==> src/rtl/ualb_pkg.sv <==
package ualb_pkg;
  localparam int LANE_W = 16;
  localparam int LANES  = 8;
  localparam int ROW_W  = LANE_W * LANES;
  localparam int OFF_W  = $clog2(LANES);

  // a load crosses a row boundary when its last lane lies in the next row
  function automatic logic crosses_row(input logic [OFF_W-1:0] off, input logic quad);
    int len;
    len = quad ? LANES : LANES / 2;
    return (int'(off) + len) > LANES;
  endfunction

  // pick LANES lanes starting at lane 'off' out of the pair {hi, lo}
  function automatic logic [ROW_W-1:0] pick_lanes(input logic [ROW_W-1:0] lo,
                                                  input logic [ROW_W-1:0] hi,
                                                  input logic [OFF_W-1:0] off,
                                                  input logic quad);
    logic [2*ROW_W-1:0] win;
    logic [ROW_W-1:0]   res;
    win = {hi, lo} >> (int'(off) * LANE_W);
    res = win[ROW_W-1:0];
    if (!quad) res[ROW_W-1:ROW_W/2] = '0;
    return res;
  endfunction
endpackage

==> src/rtl/ualb_ctrl.sv <==
module ualb_ctrl
  import ualb_pkg::*;
#(
  parameter int ADDR_W = 16
) (
  input  logic                    clk,
  input  logic                    rst_n,
  input  logic                    req_valid,
  output logic                    req_ready,
  input  logic [ADDR_W-1:0]       req_addr,
  input  logic                    req_quad,
  output logic                    mem_rd_en,
  output logic [ADDR_W-OFF_W-1:0] mem_rd_row,
  output logic                    issue_serve,
  output logic                    issue_prime,
  output logic [OFF_W-1:0]        iss_off,
  output logic                    iss_quad,
  output logic                    iss_span
);
  localparam int RA = ADDR_W - OFF_W;

  logic          pend_q;
  logic [RA-1:0] pend_row_q;
  logic [OFF_W-1:0] pend_off_q;
  logic          pend_quad_q;
  logic          tag_v_q;
  logic [RA-1:0] tag_row_q;

  logic [RA-1:0]    req_row;
  logic [OFF_W-1:0] req_off;
  logic accept, req_span, seq_hit;

  assign req_row   = req_addr[ADDR_W-1:OFF_W];
  assign req_off   = req_addr[OFF_W-1:0];
  assign req_ready = !pend_q;
  assign accept    = req_valid && req_ready;
  assign req_span  = crosses_row(req_off, req_quad);
  assign seq_hit   = tag_v_q && (tag_row_q == req_row);
  assign issue_prime = accept && req_span && !seq_hit;

  always_comb begin
    mem_rd_en   = 1'b0;
    mem_rd_row  = '0;
    issue_serve = 1'b0;
    iss_off     = '0;
    iss_quad    = 1'b0;
    iss_span    = 1'b0;
    if (pend_q) begin
      mem_rd_en   = 1'b1;
      mem_rd_row  = pend_row_q + 1'b1;
      issue_serve = 1'b1;
      iss_off     = pend_off_q;
      iss_quad    = pend_quad_q;
      iss_span    = 1'b1;
    end else if (accept) begin
      mem_rd_en   = 1'b1;
      mem_rd_row  = (req_span && !issue_prime) ? req_row + 1'b1 : req_row;
      issue_serve = !issue_prime;
      iss_off     = req_off;
      iss_quad    = req_quad;
      iss_span    = req_span;
    end
  end

  always_ff @(posedge clk or negedge rst_n) begin
    if (!rst_n) begin
      pend_q      <= 1'b0;
      pend_row_q  <= '0;
      pend_off_q  <= '0;
      pend_quad_q <= 1'b0;
      tag_v_q     <= 1'b0;
      tag_row_q   <= '0;
    end else begin
      pend_q <= issue_prime;
      if (issue_prime) begin
        pend_row_q  <= req_row;
        pend_off_q  <= req_off;
        pend_quad_q <= req_quad;
      end
      if (mem_rd_en) begin
        tag_v_q   <= 1'b1;
        tag_row_q <= mem_rd_row;
      end
    end
  end
endmodule

==> src/rtl/ualb_merge.sv <==
module ualb_merge
  import ualb_pkg::*;
(
  input  logic             clk,
  input  logic             rst_n,
  input  logic             issue_serve,
  input  logic             issue_prime,
  input  logic [OFF_W-1:0] iss_off,
  input  logic             iss_quad,
  input  logic             iss_span,
  input  logic [ROW_W-1:0] mem_rd_data,
  output logic             out_valid,
  output logic [ROW_W-1:0] out_data,
  output logic             out_quad
);
  logic             s_serve, s_prime, s_quad, s_span;
  logic [OFF_W-1:0] s_off;
  logic [ROW_W-1:0] held_q;
  logic [ROW_W-1:0] result;
  logic             bypass;

  assign bypass = (s_off == '0);

  always_comb begin
    if (bypass)      result = pick_lanes(mem_rd_data, mem_rd_data, '0, s_quad);
    else if (s_span) result = pick_lanes(held_q, mem_rd_data, s_off, s_quad);
    else             result = pick_lanes(mem_rd_data, mem_rd_data, s_off, s_quad);
  end

  always_ff @(posedge clk or negedge rst_n) begin
    if (!rst_n) begin
      s_serve   <= 1'b0;
      s_prime   <= 1'b0;
      s_off     <= '0;
      s_quad    <= 1'b0;
      s_span    <= 1'b0;
      held_q    <= '0;
      out_valid <= 1'b0;
      out_data  <= '0;
      out_quad  <= 1'b0;
    end else begin
      s_serve <= issue_serve;
      s_prime <= issue_prime;
      s_off   <= iss_off;
      s_quad  <= iss_quad;
      s_span  <= iss_span;
      if (s_serve || s_prime) held_q <= mem_rd_data;
      out_valid <= s_serve;
      if (s_serve) begin
        out_data <= result;
        out_quad <= s_quad;
      end
    end
  end
endmodule

==> src/rtl/ualb_top.sv <==
module ualb_top
  import ualb_pkg::*;
#(
  parameter int ADDR_W = 16
) (
  input  logic                    clk,
  input  logic                    rst_n,
  input  logic                    req_valid,
  output logic                    req_ready,
  input  logic [ADDR_W-1:0]       req_addr,
  input  logic                    req_quad,
  output logic                    mem_rd_en,
  output logic [ADDR_W-OFF_W-1:0] mem_rd_row,
  input  logic [ROW_W-1:0]        mem_rd_data,
  output logic                    out_valid,
  output logic [ROW_W-1:0]        out_data
);
  logic             issue_serve, issue_prime, iss_quad, iss_span, out_quad;
  logic [OFF_W-1:0] iss_off;

  ualb_ctrl #(.ADDR_W(ADDR_W)) u_ctrl (
    .clk(clk), .rst_n(rst_n), .req_valid(req_valid), .req_ready(req_ready),
    .req_addr(req_addr), .req_quad(req_quad), .mem_rd_en(mem_rd_en),
    .mem_rd_row(mem_rd_row), .issue_serve(issue_serve), .issue_prime(issue_prime),
    .iss_off(iss_off), .iss_quad(iss_quad), .iss_span(iss_span)
  );

  ualb_merge u_merge (
    .clk(clk), .rst_n(rst_n), .issue_serve(issue_serve), .issue_prime(issue_prime),
    .iss_off(iss_off), .iss_quad(iss_quad), .iss_span(iss_span),
    .mem_rd_data(mem_rd_data), .out_valid(out_valid), .out_data(out_data),
    .out_quad(out_quad)
  );
endmodule

==> config.mk <==
export PLATFORM = sky130hd
export DESIGN_NAME = ualb_top
export DESIGN_NICKNAME = d
export VERILOG_FILES = /design/src/rtl/ualb_pkg.sv /design/src/rtl/ualb_ctrl.sv /design/src/rtl/ualb_merge.sv /design/src/rtl/ualb_top.sv
export SDC_FILE = /design/constraint.sdc
export NUM_CORES = 1
export LEC_CHECK = 0
export BUFFER_PORTS_ARGS = -buffer_cell sky130_fd_sc_hd__buf_2
export CAP_MARGIN = 20
export CORE_AREA = 2 2 148 294
export CTS_BUF_LIST = sky130_fd_sc_hd__clkbuf_4
export DETAILED_ROUTE_END_ITERATION = 10
export DIE_AREA = 0 0 150 296
export PLACE_DENSITY = 0.7
export SLEW_MARGIN = 20
export SYNTH_ARGS = -nofsm -noshare
export SYNTH_HDL_FRONTEND = slang
export SYNTH_SLANG_ARGS = --single-unit
==> constraint.sdc <==
create_clock -name clk -period 6.49 [get_ports clk]
set_clock_uncertainty 0.2 [all_clocks]
set_input_delay 1.298 -clock clk [delete_from_list [all_inputs] [get_ports clk]]
set_output_delay 1.298 -clock clk [all_outputs]
set_load 0.03 [all_outputs]
==> impl_metrics.py, run 1 <==
metrics = {
    "outcome": {
        "status": "completed",
    },
    "yosys": {
        "synthesis.nets": 2252,
        "synth.avg_cell_area_um2": 9.90,
        "synthXorXnorAreaFrac": 0.0122,
        "synth-seq-cells": 295,
        "synth.area.top_cells": "dfrtp_1 36%, mux2_2 13%, mux4_2 9.7%",
        "synth-compound-area-share": 0.153,
        "synth_common_cells": "295 x dfrtp_1, 231 x mux2_2, 220 x nand2_1",
        "synth_top_family_by_area": "multiplexers",
        "synthCells": 2100,
        "async_flop_share": 1.00,
        "synth-simple-area-share": 0.0970,
        "yosysTopAreaCell": "dfrtp_1",
        "ys_types": 50,
        "syn-cell-area_um2": 20800,
        "yosysMostFrequentCell": "dfrtp_1",
        "ys_seq_area_frac": 0.355,
        "yosysWarnings": 0,
        "synth_ff_type": "dfrtp_1",
        "synth_mux_area_frac": 0.311,
        "yosysTopAreaCellShare": 0.355,
        "synth-edff-count": 0,
        "synthAdderAreaFrac": 0.00241,
    },
    "timing": {
        "rsz0062_at_grt": "false",
        "worst-slew-pin-transition_ns": 1.08,
        "slew_violations": 0,
        "timing.final.ws_setup_ns": 1.26,
        "slew_headroom": 0.276,
        "tns_ns": 0,
        "hold_violations": 0,
        "setup_viol": 0,
        "timing.final.crit_share": 0.805,
        "layout_min_cycle_time_ns": 5.23,
        "hold_ws_ns": 0.284,
        "fmax_mhz": 191,
    },
    "routing": {
        "drtIter0Drc": 1194,
        "drc": 0,
        "vias": 17507,
        "wl_per_cell_um": 20.8,
        "viasPerCell": 6.03,
        "drtAntennaViolNets": 0,
        "wl_mm": 60.3,
        "drt-pass1-iter-count": 5,
    },
    "job": {
        "maxCapViolCount": 0,
    },
    "die": {
        "die_w_um": 150,
        "die_h_um": 296,
        "die_area_um2": 44400,
        "initial_core_util": 0.491,
        "core_area_um2": 42300,
        "fp-row-count": 107,
        "io_pins": 292,
    },
    "critical_path": {
        "cp-end-kind": "primary output",
        "cp.required_ns": 4.99,
        "cp-start-kind": "input port",
        "criticalPathCategory": "input port to primary output",
        "critPathMaxFanout": 30,
        "arrival_ns": 3.73,
    },
    "clock_tree": {
        "cts.clk_slew.worst_paths_ns": 0.08,
        "numClockSinks": 295,
        "tritoncts": "done",
        "post-cts-setup-buffers": 0,
        "ctsRootBufferMaster": "clkbuf_4",
        "clk_latency_ns": 0.78,
        "ctsResizeCount": 0,
        "clock_path_buffers": 3,
        "htreeDepth": 3,
        "cts_buffers": 74,
        "ctsHoldBuffers": 0,
    },
    "grt": {
        "grt_max_degree": 176,
        "antenna_found_initial": 16,
        "grt_pass1_vias": 16684,
        "grt_pass1_wl_mm": 95.0,
        "grt_overflow": 0,
        "track_usage": 0.270,
    },
    "layout": {
        "layout.nets": 2452,
        "fin_cells": 2905,
        "syn_to_final_growth_pct": 11.2,
        "drive_gt1_frac": 0.326,
    },
    "power": {
        "powerDensity_nw_per_um2": 301,
        "p_leak_nw": 9.66,
        "fin_total_pwr_mw": 6.96,
        "vdd_drop_max_mv": 0.191,
    },
    "place": {
        "place_congestion": 0.869,
        "pre_cts_ws_ns": 1.31,
        "placed_cells": 2769,
        "detailed_place_hpwl_mm": 40.7,
        "port_buffers": 291,
    },
    "worst_hold_path": {
        "hp-class": "register to register",
    },
}
cell type report:
class	count	area [um2]
sequential	295	7400
antenna	9	22.5
multi-input combinational	1518	12000
tap	545	682
inverter	96	362
fill	3918	19200
timing repair buffer	315	1710
clock buffer	101	758
clock inverter	26	180
path summary, 6_finish.rpt:
check / startpoint / end / slack (ns) / depth (start not counted)
worst min-delay path: u_merge.held_q[13]$_DFFE_PN0P_ / u_merge.held_q[13]$_DFFE_PN0P_ / 0.28 / 2
min in group asynchronous: rst_n / u_merge.out_data[24]$_DFFE_PN0P_ / 0.35 / 1
max in group asynchronous: rst_n / u_merge.held_q[33]$_DFFE_PN0P_ / 4.39 / 2
worst min register to register: u_merge.held_q[13]$_DFFE_PN0P_ / u_merge.held_q[13]$_DFFE_PN0P_ / 0.28 / 2
worst max-delay path: req_valid / mem_rd_row[6] / 1.26 / 7
worst max register to register: u_merge.s_off[1]$_DFF_PN0_ / u_merge.out_data[0]$_DFFE_PN0P_ / 3.13 / 7
cells in the final DEF (no fill, tap or decap), types with 5 or more instances in the layout:
cell type  Yosys  layout
nand4_1       17      17
o211ai_1     131     131
clkinv_1       1      19
a31oi_1       29      29
dfrtp_4        0       5
mux2_2       231     231
clkbuf_4       0     101
a22oi_1       16      16
diode_2        0       9
inv_1         94      94
o21a_1        16      16
buf_2         57     290
or3_1          7       7
nand2b_1      23      23
o21ai_0      115     115
buf_4         32      19
o22ai_1       50      50
nor2_1       154     153
nand3_1       26      26
mux4_2        90      90
a21oi_1      102     102
mux2i_1      184     184
buf_12         3       5
xor2_1         8       8
a221o_1       10      10
dfrtp_1      295     290
xnor2_1       21      21
nand2_1      220     219
or2_2         11      10
a211oi_1      16      16
and3_1         5       5
power by group:
part           total (mW)  internal [mW]  switching [mW]
clock                1.67          0.841           0.827
sequential           2.53           2.20           0.334
combinational        2.76           1.12            1.64
total                6.96           4.15            2.80
metrics by stage:
step,utilization,instance area (um2)
floorplan,-,20800
global placement,0.523,22100
detailed placement,0.523,22100
CTS,0.546,23100
global route,0.546,23100
finish,0.546,23100
sequential cells by signal (all words and copies together) (netlist names):
| signal | count |
|---|---|
| u_merge.s_span | 1 |
| u_merge.s_prime | 1 |
| u_merge.held_q | 128 |
| u_ctrl.tag_row_q | 13 |
| u_merge.s_off | 3 |
| u_ctrl.tag_v_q | 1 |
| u_merge.s_quad | 1 |
| u_ctrl.pend_quad_q | 1 |
| u_ctrl.pend_off_q | 3 |
| u_merge.s_serve | 1 |
| u_ctrl.pend_row_q | 13 |
| u_merge.out_data | 128 |
| u_merge.out_valid | 1 |
cell families after synthesis:
family	after synthesis
flops	295
xor+xnor	29
fa+ha+maj	4
simple gates	477
compound gates	503
mux	505
buf+inv	287
worst max-delay path, cell delays in order:
cell and delay [ns]:
buf_2 0.13, nor2b_1 0.56, nand2_1 0.33, or2_1 0.66, a31o_2 0.39, nand3_1 0.13
buf_2 0.22
layer usage:
metal | up-vias | GRT usage | share of wire
met4 | 18 | 0.0803 | 0.022
li1 | 8156 | - | -
met5 | - | 0 | 0.0018
met3 | 113 | 0.0645 | 0.086
met2 | 671 | 0.409 | 0.45
met1 | 8549 | 0.387 | 0.44
Power figures use the tool's default switching activity.
==> run 2, diff against run 1 <==
==> constraint.sdc (replaced) <==
create_clock -name clk -period 5.2 [get_ports clk]
set_clock_uncertainty 0.2 [all_clocks]
set_input_delay 1.04 -clock clk [delete_from_list [all_inputs] [get_ports clk]]
set_output_delay 1.04 -clock clk [all_outputs]
set_load 0.03 [all_outputs]
==> run 2 against run 1 <==
Worst hold slack worse by 0.13 ns. Utilization up 0.12 points. Die area unchanged. Global-route usage shrank 0.15 points.
==> impl_metrics.py, run 2 (synthesized netlist as in run 1, its figures left out) <==
metrics = {
    "place": {
        "port_buffers": 291,
        "place_congestion": 0.868,
        "detailed_place_hpwl_mm": 40.7,
    },
    "grt": {
        "antenna_found_initial": 12,
        "track_usage": 0.269,
        "grt_pass1_wl_mm": 94.4,
        "grt_pass1_vias": 16564,
        "grt_overflow": 0,
        "grt_max_degree": 135,
    },
    "clock_tree": {
        "clk_latency_ns": 0.78,
        "tritoncts": "done",
        "htreeDepth": 3,
        "cts_buffers": 77,
        "ctsResizeCount": 0,
        "post-cts-setup-buffers": 0,
        "cts.clk_slew.worst_paths_ns": 0.07,
        "numClockSinks": 295,
        "clock_path_buffers": 3,
        "ctsRootBufferMaster": "clkbuf_4",
        "ctsHoldBuffers": 0,
    },
    "timing": {
        "tns_ns": 0,
        "slew_violations": 0,
        "slew_headroom": 0.388,
        "timing.final.crit_share": 0.867,
        "rsz0062_at_grt": "false",
        "setup_viol": 0,
        "hold_violations": 0,
        "fmax_mhz": 222,
        "layout_min_cycle_time_ns": 4.51,
        "hold_ws_ns": 0.155,
        "worst-slew-pin-transition_ns": 0.917,
    },
    "critical_path": {
        "crit_end": "mem_rd_row[8]",
        "cp-end-kind": "primary output",
        "critPathMaxFanout": 20,
        "cp.required_ns": 3.96,
        "reg2reg_depth": 6,
        "cp-start-kind": "register",
        "regToRegStartpoint": "u_merge.s_off[1]$_DFF_PN0_",
        "criticalPathCategory": "register to primary output",
        "cp-startpoint": "u_merge.s_prime$_DFF_PN0_",
        "regToRegSetupSlack_ns": 1.87,
        "worstReg2RegEnd": "u_merge.out_data[1]$_DFFE_PN0P_",
        "arrival_ns": 3.27,
    },
    "layout": {
        "mostFrequentLayoutCells": "290 x buf_2, 290 x dfrtp_1, 231 x mux2_2",
        "drive_gt1_frac": 0.330,
        "multi_input_comb_area_um2": 12000,
        "layout.nets": 2460,
        "final_core_util": 0.547,
        "reg_top3": "u_merge.held_q: 128 flops, u_merge.out_data: 128 flops",
        "syn_to_final_growth_pct": 11.4,
        "fillerInstances": 3978,
        "regArea_um2": 7400,
    },
    "die": {
        "die_h_um": 296,
        "initial_core_util": 0.491,
        "die_w_um": 150,
        "fp-row-count": 107,
        "io_pins": 292,
        "core_area_um2": 42300,
        "die_area_um2": 44400,
    },
    "outcome": {
        "status": "completed",
    },
    "power": {
        "vdd_drop_max_mv": 0.264,
        "powerDensity_nw_per_um2": 370,
        "p_leak_nw": 9.71,
    },
    "routing": {
        "drtIter0Drc": 1220,
        "drt-pass1-iter-count": 5,
        "vias": 17603,
        "viasPerCell": 6.05,
        "wl_mm": 60.2,
        "drtAntennaViolNets": 0,
        "wl_per_cell_um": 20.7,
        "drc": 0,
    },
    "job": {
        "maxCapViolCount": 0,
    },
    "worst_hold_path": {
        "hp-class": "input port to asynchronous set/reset pin",
    },
}
run 2: cell count changes in the layout (fill, tap and decap cells not counted), moves of 3 or more:
cell       before  now
clkinv_2        1    7
clkbuf_4      101  104
diode_2         9    6
clkinv_1       19   16
buf_12          5   11
bufinv_16       3    0
run 2: how the worst min path moves through the flow:
stage / slack [ns] / depth (start not counted) / end / from
floorplan: 0.15 / 0 / u_merge.out_valid$_DFF_PN0_ / u_merge.s_serve$_DFF_PN0_
global placement: 0.26 / 2 / u_ctrl.pend_off_q[1]$_DFFE_PN0P_ / u_ctrl.pend_off_q[1]$_DFFE_PN0P_
detailed placement: 0.27 / 2 / u_merge.held_q[12]$_DFFE_PN0P_ / u_merge.held_q[12]$_DFFE_PN0P_
CTS: 0.12 / 1 / u_ctrl.tag_row_q[12]$_DFFE_PN0P_ / rst_n
global route: 0.19 / 1 / u_ctrl.tag_row_q[8]$_DFFE_PN0P_ / rst_n
finish: 0.15 / 1 / u_ctrl.tag_row_q[12]$_DFFE_PN0P_ / rst_n
run 2: report_power, final:
| part | leakage (nW) | internal [mW] | switching (mW) | total, mW |
|---|---|---|---|---|
| sequential | 3.56 | 2.74 | 0.416 | 3.16 |
| clock | 0.547 | 0.928 | 1.03 | 1.96 |
| combinational | 5.60 | 1.41 | 2.05 | 3.46 |
| total | 9.71 | 5.08 | 3.50 | 8.58 |
run 2: area by class of cell:
type                       count  area share
clock buffer                 104      0.0337
clock inverter                26     0.00454
antenna                        6    0.000648
timing repair buffer         320      0.0787
multi-input combinational   1518       0.518
inverter                      96      0.0156
tap                          545      0.0294
sequential                   295       0.320
run 2: per-stage QoR:
| stage | instances | worst slack, ns | instance area (um2) | power [mW] |
|---|---|---|---|---|
| floorplan | 2100 | 1.21 | 20800 | 5.68 |
| global placement | 2774 | 1.05 | 22300 | 6.59 |
| detailed placement | 2774 | 1.05 | 22300 | 6.64 |
| CTS | 2904 | 0.630 | 23100 | 8.66 |
| global route | 2907 | 0.366 | 23200 | 9.13 |
| finish | 2910 | 0.692 | 23200 | 8.58 |
run 2: critical path: stages (launching register included):
cell      delay [ns]
dfrtp_1         0.78
clkinv_1        0.47
nand2_1         0.61
nor4b_1         0.11
a31oi_1         0.24
nand2_1         0.09
buf_2           0.19
run 2: routing by layer:
metal / routed length, um / vias to the layer above / GRT usage
li1: - / 8153 / -
met3: 5340 / 98 / 0.0651
met5: 95 / - / 0
met4: 1410 / 16 / 0.0828
met2: 26900 / 700 / 0.398
met1: 26500 / 8636 / 0.391
